==> src/rtl/ptrap_pkg.sv <==
package ptrap_pkg;

    typedef enum logic [2:0] {
        OC_DENY   = 3'd0,
        OC_TRAP2  = 3'd1,
        OC_TRAP3  = 3'd2,
        OC_MEM    = 3'd3,
        OC_DIRECT = 3'd4
    } outcome_e;

    localparam int unsigned OC_COUNT = 5;

    typedef struct packed {
        logic own_lo;
        logic own_hi;
        logic sec_state;
        logic realm_ext;
        logic own_ext;
        logic sec_ext;
    } own_bits_t;

endpackage

==> src/rtl/ptrap_own_check.sv <==
module ptrap_own_check
    import ptrap_pkg::*;
(
    input  logic      has_l3,
    input  own_bits_t own,
    input  logic      l3_prof_en,
    output logic      own_fail,
    output logic      pen_off
);
    logic hi_mismatch;
    logic ext_mismatch;

    always_comb begin
        hi_mismatch  = own.own_hi ^ own.sec_state;
        ext_mismatch = own.realm_ext & (own.own_ext ^ own.sec_ext);
        own_fail     = has_l3 & (~own.own_lo | hi_mismatch | ext_mismatch);
        pen_off      = has_l3 & ~l3_prof_en;
    end
endmodule

==> src/rtl/ptrap_prio_chain.sv <==
module ptrap_prio_chain
    import ptrap_pkg::*;
(
    input  logic [1:0] el,
    input  logic       is_write,
    input  logic       has_l2,
    input  logic       has_l3,
    input  logic       l2_on,
    input  logic       own_fail,
    input  logic       pen_off,
    input  logic       early_undef,
    input  logic       undef_sel,
    input  logic       fg_present,
    input  logic       fg_l3_en,
    input  logic       fg_rd_pass,
    input  logic       fg_wr_pass,
    input  logic       coarse_trap,
    input  logic [2:0] nv_mode,
    output outcome_e   next_out
);
    logic     l2_act;
    logic     fg_hit;
    logic     redir_hit;
    logic     late_hit;
    outcome_e late_out;

    always_comb begin
        l2_act    = has_l2 & l2_on;
        fg_hit    = l2_act & fg_present & (~has_l3 | fg_l3_en)
                  & ~(is_write ? fg_wr_pass : fg_rd_pass);
        redir_hit = l2_act & nv_mode[2] & nv_mode[0];
        late_hit  = own_fail | pen_off;
        late_out  = undef_sel ? OC_DENY : OC_TRAP3;
    end

    always_comb begin
        next_out = OC_DENY;
        unique case (el)
            2'd0: next_out = OC_DENY;
            2'd1: begin
                if (own_fail & early_undef)     next_out = OC_DENY;
                else if (pen_off & early_undef) next_out = OC_DENY;
                else if (fg_hit)                next_out = OC_TRAP2;
                else if (l2_act & coarse_trap)  next_out = OC_TRAP2;
                else if (late_hit)              next_out = late_out;
                else if (redir_hit)             next_out = OC_MEM;
                else                            next_out = OC_DIRECT;
            end
            2'd2: begin
                if (!has_l2)                    next_out = OC_DENY;
                else if (own_fail & early_undef) next_out = OC_DENY;
                else if (pen_off & early_undef) next_out = OC_DENY;
                else if (late_hit)              next_out = late_out;
                else                            next_out = OC_DIRECT;
            end
            2'd3: next_out = has_l3 ? OC_DIRECT : OC_DENY;
            default: next_out = OC_DENY;
        endcase
    end
endmodule

==> src/rtl/ptrap_arbiter.sv <==
module ptrap_arbiter
    import ptrap_pkg::*;
#(
    parameter int unsigned              SYN_W      = 6,
    parameter logic [SYN_W-1:0]         TRAP_CLASS = 6'h18,
    parameter int unsigned              OFF_W      = 12,
    parameter logic [OFF_W-1:0]         REDIR_OFF  = 12'h850
) (
    input  logic             clk,
    input  logic             rst_n,
    input  logic [1:0]       req_el,
    input  logic             req_write,
    input  logic             cfg_has_l2,
    input  logic             cfg_has_l3,
    input  logic             l2_on,
    input  logic             own_lo,
    input  logic             own_hi,
    input  logic             sec_state,
    input  logic             realm_ext,
    input  logic             own_ext,
    input  logic             sec_ext,
    input  logic             l3_prof_en,
    input  logic             early_undef,
    input  logic             undef_sel,
    input  logic             fg_present,
    input  logic             fg_l3_en,
    input  logic             fg_rd_pass,
    input  logic             fg_wr_pass,
    input  logic             l2_coarse_trap,
    input  logic [2:0]       nv_mode,
    output logic             res_undef,
    output logic             res_trap_l2,
    output logic             res_trap_l3,
    output logic             res_redirect,
    output logic             res_direct,
    output logic [SYN_W-1:0] res_syndrome,
    output logic [OFF_W-1:0] res_offset
);
    localparam int unsigned NOUT = OC_COUNT;

    own_bits_t       own_vec;
    logic            own_fail;
    logic            pen_off;
    outcome_e        next_out;
    outcome_e        state_q;
    logic [NOUT-1:0] sel_vec;

    assign own_vec = '{own_lo: own_lo, own_hi: own_hi, sec_state: sec_state,
                       realm_ext: realm_ext, own_ext: own_ext, sec_ext: sec_ext};

    ptrap_own_check u_own (
        .has_l3     (cfg_has_l3),
        .own        (own_vec),
        .l3_prof_en (l3_prof_en),
        .own_fail   (own_fail),
        .pen_off    (pen_off)
    );

    ptrap_prio_chain u_chain (
        .el          (req_el),
        .is_write    (req_write),
        .has_l2      (cfg_has_l2),
        .has_l3      (cfg_has_l3),
        .l2_on       (l2_on),
        .own_fail    (own_fail),
        .pen_off     (pen_off),
        .early_undef (early_undef),
        .undef_sel   (undef_sel),
        .fg_present  (fg_present),
        .fg_l3_en    (fg_l3_en),
        .fg_rd_pass  (fg_rd_pass),
        .fg_wr_pass  (fg_wr_pass),
        .coarse_trap (l2_coarse_trap),
        .nv_mode     (nv_mode),
        .next_out    (next_out)
    );

    // state register
    always_ff @(posedge clk or negedge rst_n) begin
        if (!rst_n) state_q <= OC_DENY;
        else        state_q <= next_out;
    end

    // outputs
    for (genvar gi = 0; gi < NOUT; gi++) begin : g_sel
        assign sel_vec[gi] = (state_q == outcome_e'(gi));
    end

    always_comb begin
        res_undef    = sel_vec[OC_DENY];
        res_trap_l2  = sel_vec[OC_TRAP2];
        res_trap_l3  = sel_vec[OC_TRAP3];
        res_redirect = sel_vec[OC_MEM];
        res_direct   = sel_vec[OC_DIRECT];
        res_syndrome = (sel_vec[OC_TRAP2] | sel_vec[OC_TRAP3]) ? TRAP_CLASS : '0;
        res_offset   = sel_vec[OC_MEM] ? REDIR_OFF : '0;
    end
endmodule

==> config.mk <==
export PLATFORM = sky130hd
export DESIGN_NAME = ptrap_arbiter
export DESIGN_NICKNAME = d
export VERILOG_FILES = /design/src/rtl/ptrap_pkg.sv /design/src/rtl/ptrap_own_check.sv /design/src/rtl/ptrap_prio_chain.sv /design/src/rtl/ptrap_arbiter.sv
export SDC_FILE = /design/constraint.sdc
export NUM_CORES = 1
export LEC_CHECK = 0
export ABC_CLOCK_PERIOD_IN_PS = 990
export CAP_MARGIN = 20
export CORE_UTILIZATION = 24
export DETAILED_ROUTE_END_ITERATION = 8
export PLACE_DENSITY = 0.76
export SLEW_MARGIN = 10
export SYNTH_ARGS = -nofsm -noshare
export SYNTH_HDL_FRONTEND = slang
export SYNTH_SLANG_ARGS = --single-unit
export TNS_END_PERCENT = 30
==> constraint.sdc <==
create_clock -name clk -period 0.99 [get_ports clk]
set_input_delay 0.1485 -clock clk [delete_from_list [all_inputs] [get_ports clk]]
set_output_delay 0.1485 -clock clk [all_outputs]
set_load 0.01 [all_outputs]
### Word level (Yosys, flattened, before mapping)

Cells that the tools add are included.

| word-level totals | value |
|---|---|
| memory bits (writable) | 0 |
| input port bits | 25 |
| memories | 0 |
| ROM bits | 0 |
| latch bits | 0 |
| register bits after elaboration | 3 |
| logic and storage cells | 49 |
| output and inout bits | 23 |

| operators by class | value |
|---|---|
| shifts and indexed selects | 0 |
| divide/modulo/power cells | 0 |
| equality and inequality tests | 7 |
| reduce and logical (&&, ||, !) cells | 2 |
| $lt $le $gt $ge | 0 |
| bitwise operators | 23 |
| add/sub/neg operators | 0 |
| multiply operators | 0 |
| multiplexer cells | 16 |

Operators by type and width:

| operator | count |
|---|---|
| 3-bit 2-to-1 mux | 11 |
| 1-bit bitwise AND | 12 |
| 12-bit 2-to-1 mux | 1 |
| 3-bit case mux with 4 select lines | 1 |
| 3-bit by 2-bit equality test with 1-bit output, second input constant | 2 |
| 5-bit 2-to-1 mux | 1 |
| 1-bit bitwise OR | 5 |
| 2-bit equality test, second input constant | 2 |
| 1-bit inverter | 4 |
| 3-bit by 1-bit equality test with 1-bit output, second input constant | 1 |
| 3-bit equality test, second input constant | 1 |
| 3-bit zero test | 1 |
| 2-bit by 1-bit equality test with 1-bit output, second input constant | 1 |
| 2-bit zero test | 1 |
| 2-bit 2-to-1 mux | 1 |
| 1-bit XOR | 2 |
| 1-bit 2-to-1 mux | 1 |

### Logic depth before layout (Yosys ltp)

| depth | value |
|---|---|
| word-level depth | 11 |
| mapped depth | 4 |
| depth with buffers taken out | 4 |

### Hierarchy

From an unflattened synthesis, not the netlist that was laid out.

| unflattened totals | value |
|---|---|
| cell total of the unflattened synthesis | 59 |
| area total of the unflattened synthesis | 454.2 µm² |

Modules (own cells, without submodules):

| module | cells each | seq. area each (µm²) | times used | area an instance (µm²) |
|---|---|---|---|---|
| ptrap_arbiter | 28 | 75.1 | 1 | 256.5 |
| ptrap_prio_chain | 25 | 0.0 | 1 | 162.7 |
| ptrap_own_check | 6 | 0.0 | 1 | 35.0 |

### Least setup slack after synthesis

OpenSTA, ideal clock, no wires.

| timing | value |
|---|---|
| path kind | reg2out |
| from | register state_q[2] |
| to | output port res_syndrome[4] |
| data arrival time | 1.103 ns |
| stages on the path, launching flop included | 4 |
| path slack | -0.262 ns |
| path buffers | 1 |
| cell sequence | dfrtp_1 > nor3b_1 > or2_2 > buf_4 |

| between the ends | value |
|---|---|
| word-level cells in the longest chain between the ends | 3 |
| elaborated cells between the ends (all ways) | 4 |

Ends and longest elaborated chain:

| what | line | RTL |
|---|---|---|
| start, declared | ptrap_arbiter.sv:45 | `outcome_e state_q;` |
| start signal, assigned | ptrap_arbiter.sv:81 | `else state_q <= next_out;` |
| 3-bit by 2-bit equality test with 1-bit output | ptrap_arbiter.sv:86 | `assign sel_vec[gi] = (state_q == outcome_e'(gi));` |
| net res_trap_l3 | ptrap_arbiter.sv:33 | `output logic res_trap_l3,` |
| 1-bit bitwise OR | ptrap_arbiter.sv:95 | `res_syndrome = (sel_vec[OC_TRAP2] \| sel_vec[OC_TRAP3]) ? TRAP_CLASS : '0;` |
| 5-bit 2-to-1 mux | ptrap_arbiter.sv:95 |  |
| end, declared | ptrap_arbiter.sv:36 | `output logic [SYN_W-1:0] res_syndrome,` |

The timed path passes the listed nets, and every way through them passes these cells.

### Worst setup path in the final report

| timing | value |
|---|---|
| from | register state_q[1] |
| to | output port res_syndrome[3] |

| between the ends | value |
|---|---|
| word-level cells in the longest chain between the ends | 3 |
| elaborated cells between the ends (all ways) | 4 |

Ends and longest elaborated chain:

| what | line |
|---|---|
| 3-bit by 1-bit equality test with 1-bit output or 3-bit by 2-bit equality test with 1-bit output (tied branches) | ptrap_arbiter.sv:86 |
| 1-bit bitwise OR * | ptrap_arbiter.sv:95 |
| 5-bit 2-to-1 mux * | ptrap_arbiter.sv:95 |

Every way passes the cells marked *; elsewhere a longest branch is shown, timed or not.

==> run_results.csv <==
group,metric,value,unit
synth,ys_types,25,
route,drc,0,
power,total_power,634.6,uW
final_layout,antenna_cells,0,
cts,cts_tree,"built",
final_layout,top_regs,"state_q (3)",
global_routing,overflow,0,
global_routing,antenna_found_initial,0,
worst_setup_path,critical_path_class,"register to primary output",
worst_setup_path,crit_fanout,4,
place,dp_hpwl,974.4,um
final_layout,final_cell_area,952.2,sq um
route,drtPass1Iterations,4,
sta,fin_crit,1.344,ns
sta,fin_ws,-0.3539,ns
final_layout,fin_nets,127,
floorplan,start_util,0.2536,
outcome,run_status,"complete, but fails checks",
floorplan,io_pins,48,
worst_setup_path,path_cells,"nor3b_4 > or2_4 > buf_6",
outcome,failed_checks,"negative setup slack",
final_layout,syn2layout_area_growth,117.4,%
cts,numCtsBuffers,3,
floorplan,die_width,44.72,um
place,post-place-ws,-0.6530,ns
synth,synth_area_per_cell,7.550,sq um
sta,grt_setup_unrepaired,"true",
synth,synth_cells,58,
route,wire_per_inst,9.762,um
synth,ys_ff_latch,3,
sta,period_share,1.357,
floorplan,die_y,44.72,um
final_layout,fill_cells,171,
synth,synth.yosys.seq_area_share,0.1714,
place,gp_congestion,0.7229,
power,p_leak,0.5583,nW
sta,fmax,0.7441,GHz
worst_setup_path,max_stage_delay,0.43,ns
synth,yosysWarnings,0,
cts,clock-sinks,3,
final_layout,largest_reg_flops,3,
synth,netlist_area,437.9,sq um
final_layout,final_util,0.5514,
route,via_count,537,
worst_setup_path,arrival,1.20,ns
worst_setup_path,path_buf_inv,1,
sta,hold_viol,0,
global_routing,grt_start_max_net_pins,7,
power,power_density,666.5,nW/um^2
global_routing,grt_pass1_wl,1.911,mm
min_path,hp-class,"primary input to async pin",
final_layout,layout_commonest_cell,"dlymetal6s2s_1",
global_routing,grt_pass1_vias,508,
power,ir_drop,0.3132,mV
route,drtIter0Drc,6,
sta,setup_viol_count_final,12,
route,viasPerCell,4.262,
floorplan,core_area,1727,sq um
final_layout,layout-drive-gt1-share,0.4455,
worst_setup_path,startpoint_type,"register",
cts,htreeDepth,1,
final_layout,regMostFlops,"state_q",
cts,clk_pin_slew_worst_paths,0.04,ns
sta,drv_slew,0,
worst_setup_path,critPathCaptureType,"primary output",
worst_setup_path,crit_required,0.84,ns
run,timing.max_cap.violations,0,
worst_setup_path,cp_top_family,"flip-flops",
cts,cts-root-buf,"clkbuf_4",
floorplan,die-area,1999,sq um
worst_setup_path,cpMaxStageDelayCell,"dfrtp_2",
floorplan,rows,15,
cts,clockBufferDepth,2,
place,place_area,797.0,sq um
final_layout,final_cell_mix,"dlymetal6s2s_1, conb_1, buf_4, buf_2",
route,ant_nets,0,
place,portBuffers,33,
route,wl,1.230,mm
global_routing,grt_use_total,0.1293,
## area by class of cell
| class | instances | area [sq um] | share of cell area |
|---|---|---|---|
| Timing Repair Buffer | 44 | 426.7 | 0.4481 |
| Inverter | 1 | 3.754 | 0.003942 |
| Tap cell | 25 | 31.28 | 0.03285 |
| Sequential cell | 3 | 78.83 | 0.08279 |
| Multi-Input combinational cell | 49 | 385.4 | 0.4047 |
| Clock buffer | 4 | 26.28 | 0.02760 |
## report_power, final
part | total, mW | internal [mW] | switching (mW)
logic | 0.282 | 0.161 | 0.120
clock network | 0.212 | 0.151 | 0.0613
registers | 0.141 | 0.130 | 0.0107
## synth_stat cells
master      n  area (sq um)
a21o_2      1         8.760
xor2_1      2         17.52
conb_1      1         3.750
and3b_1     1         8.760
nor3b_1     4         30.03
o21ai_0     2         10.01
a31oi_1     1         6.260
nand2_1     6         22.52
nor2_1      3         11.26
dfrtp_1     3         75.07
nand4b_1    1         8.760
or2_2       1         6.260
nor3_1      2         10.01
a211oi_1    1         7.510
or3_1       1         6.260
a2111oi_0   1         8.760
buf_4      17         127.6
o22ai_1     1         6.260
nand3b_1    1         7.510
a21oi_1     1         5.000
nand2b_1    2         12.51
mux2i_1     1         10.01
o31ai_1     2         15.01
inv_1       1         3.750
a211o_1     1         8.760
## per-stage QoR
step	instances	setup TNS, ns	hold slack, ns
detailed placement	120	-5.962	0.3471
floorplan	70	-0.3795	-0.1471
global placement	120	-5.580	0.3388
finish	126	-2.952	0.1000
global route	126	-3.476	0.1044
CTS	124	-3.573	0.09857
## routing by layer
layer  vias up  routed length, um  global-route usage
met4         0                  8             0.05455
met3         2                122             0.04000
met1       247                403              0.1125
li1        259                  -                   -
met2        29                696              0.2647
met5         -                  0                   0
## worst paths after layout
path | from | to | slack [ns] | cells after the start
setup / recovery | state_q[1]$_DFF_PN0_ | res_syndrome[3] | -0.35 | 3
hold / removal | rst_n | state_q[2]$_DFF_PN0_ | 0.10 | 1
max in group asynchronous | rst_n | state_q[0]$_DFF_PN0_ | 0.73 | 1
min in group clk | req_el[0] | state_q[2]$_DFF_PN0_ | 0.32 | 4
## repair_timing
action / 4_1_cts / 5_1_grt
resized for setup: 43 / 38
pin swaps: 2 / 6
endpoints found under the hold margin: 0 / 0
endpoints found under the setup margin: 13 / 13
setup buffers: 0 / 2
hold buffers: 0 / 0
## cell families after synthesis
logic type | after synthesis | synth area share
flops | 3 | 0.1714
compound gates | 11 | 0.1743
mux | 1 | 0.02286
xor+xnor | 2 | 0.04001
buf+inv | 18 | 0.3000
simple gates | 22 | 0.2829
other cells | 1 | 0.008563
Note: power is estimated with default switching activity, not from simulation.
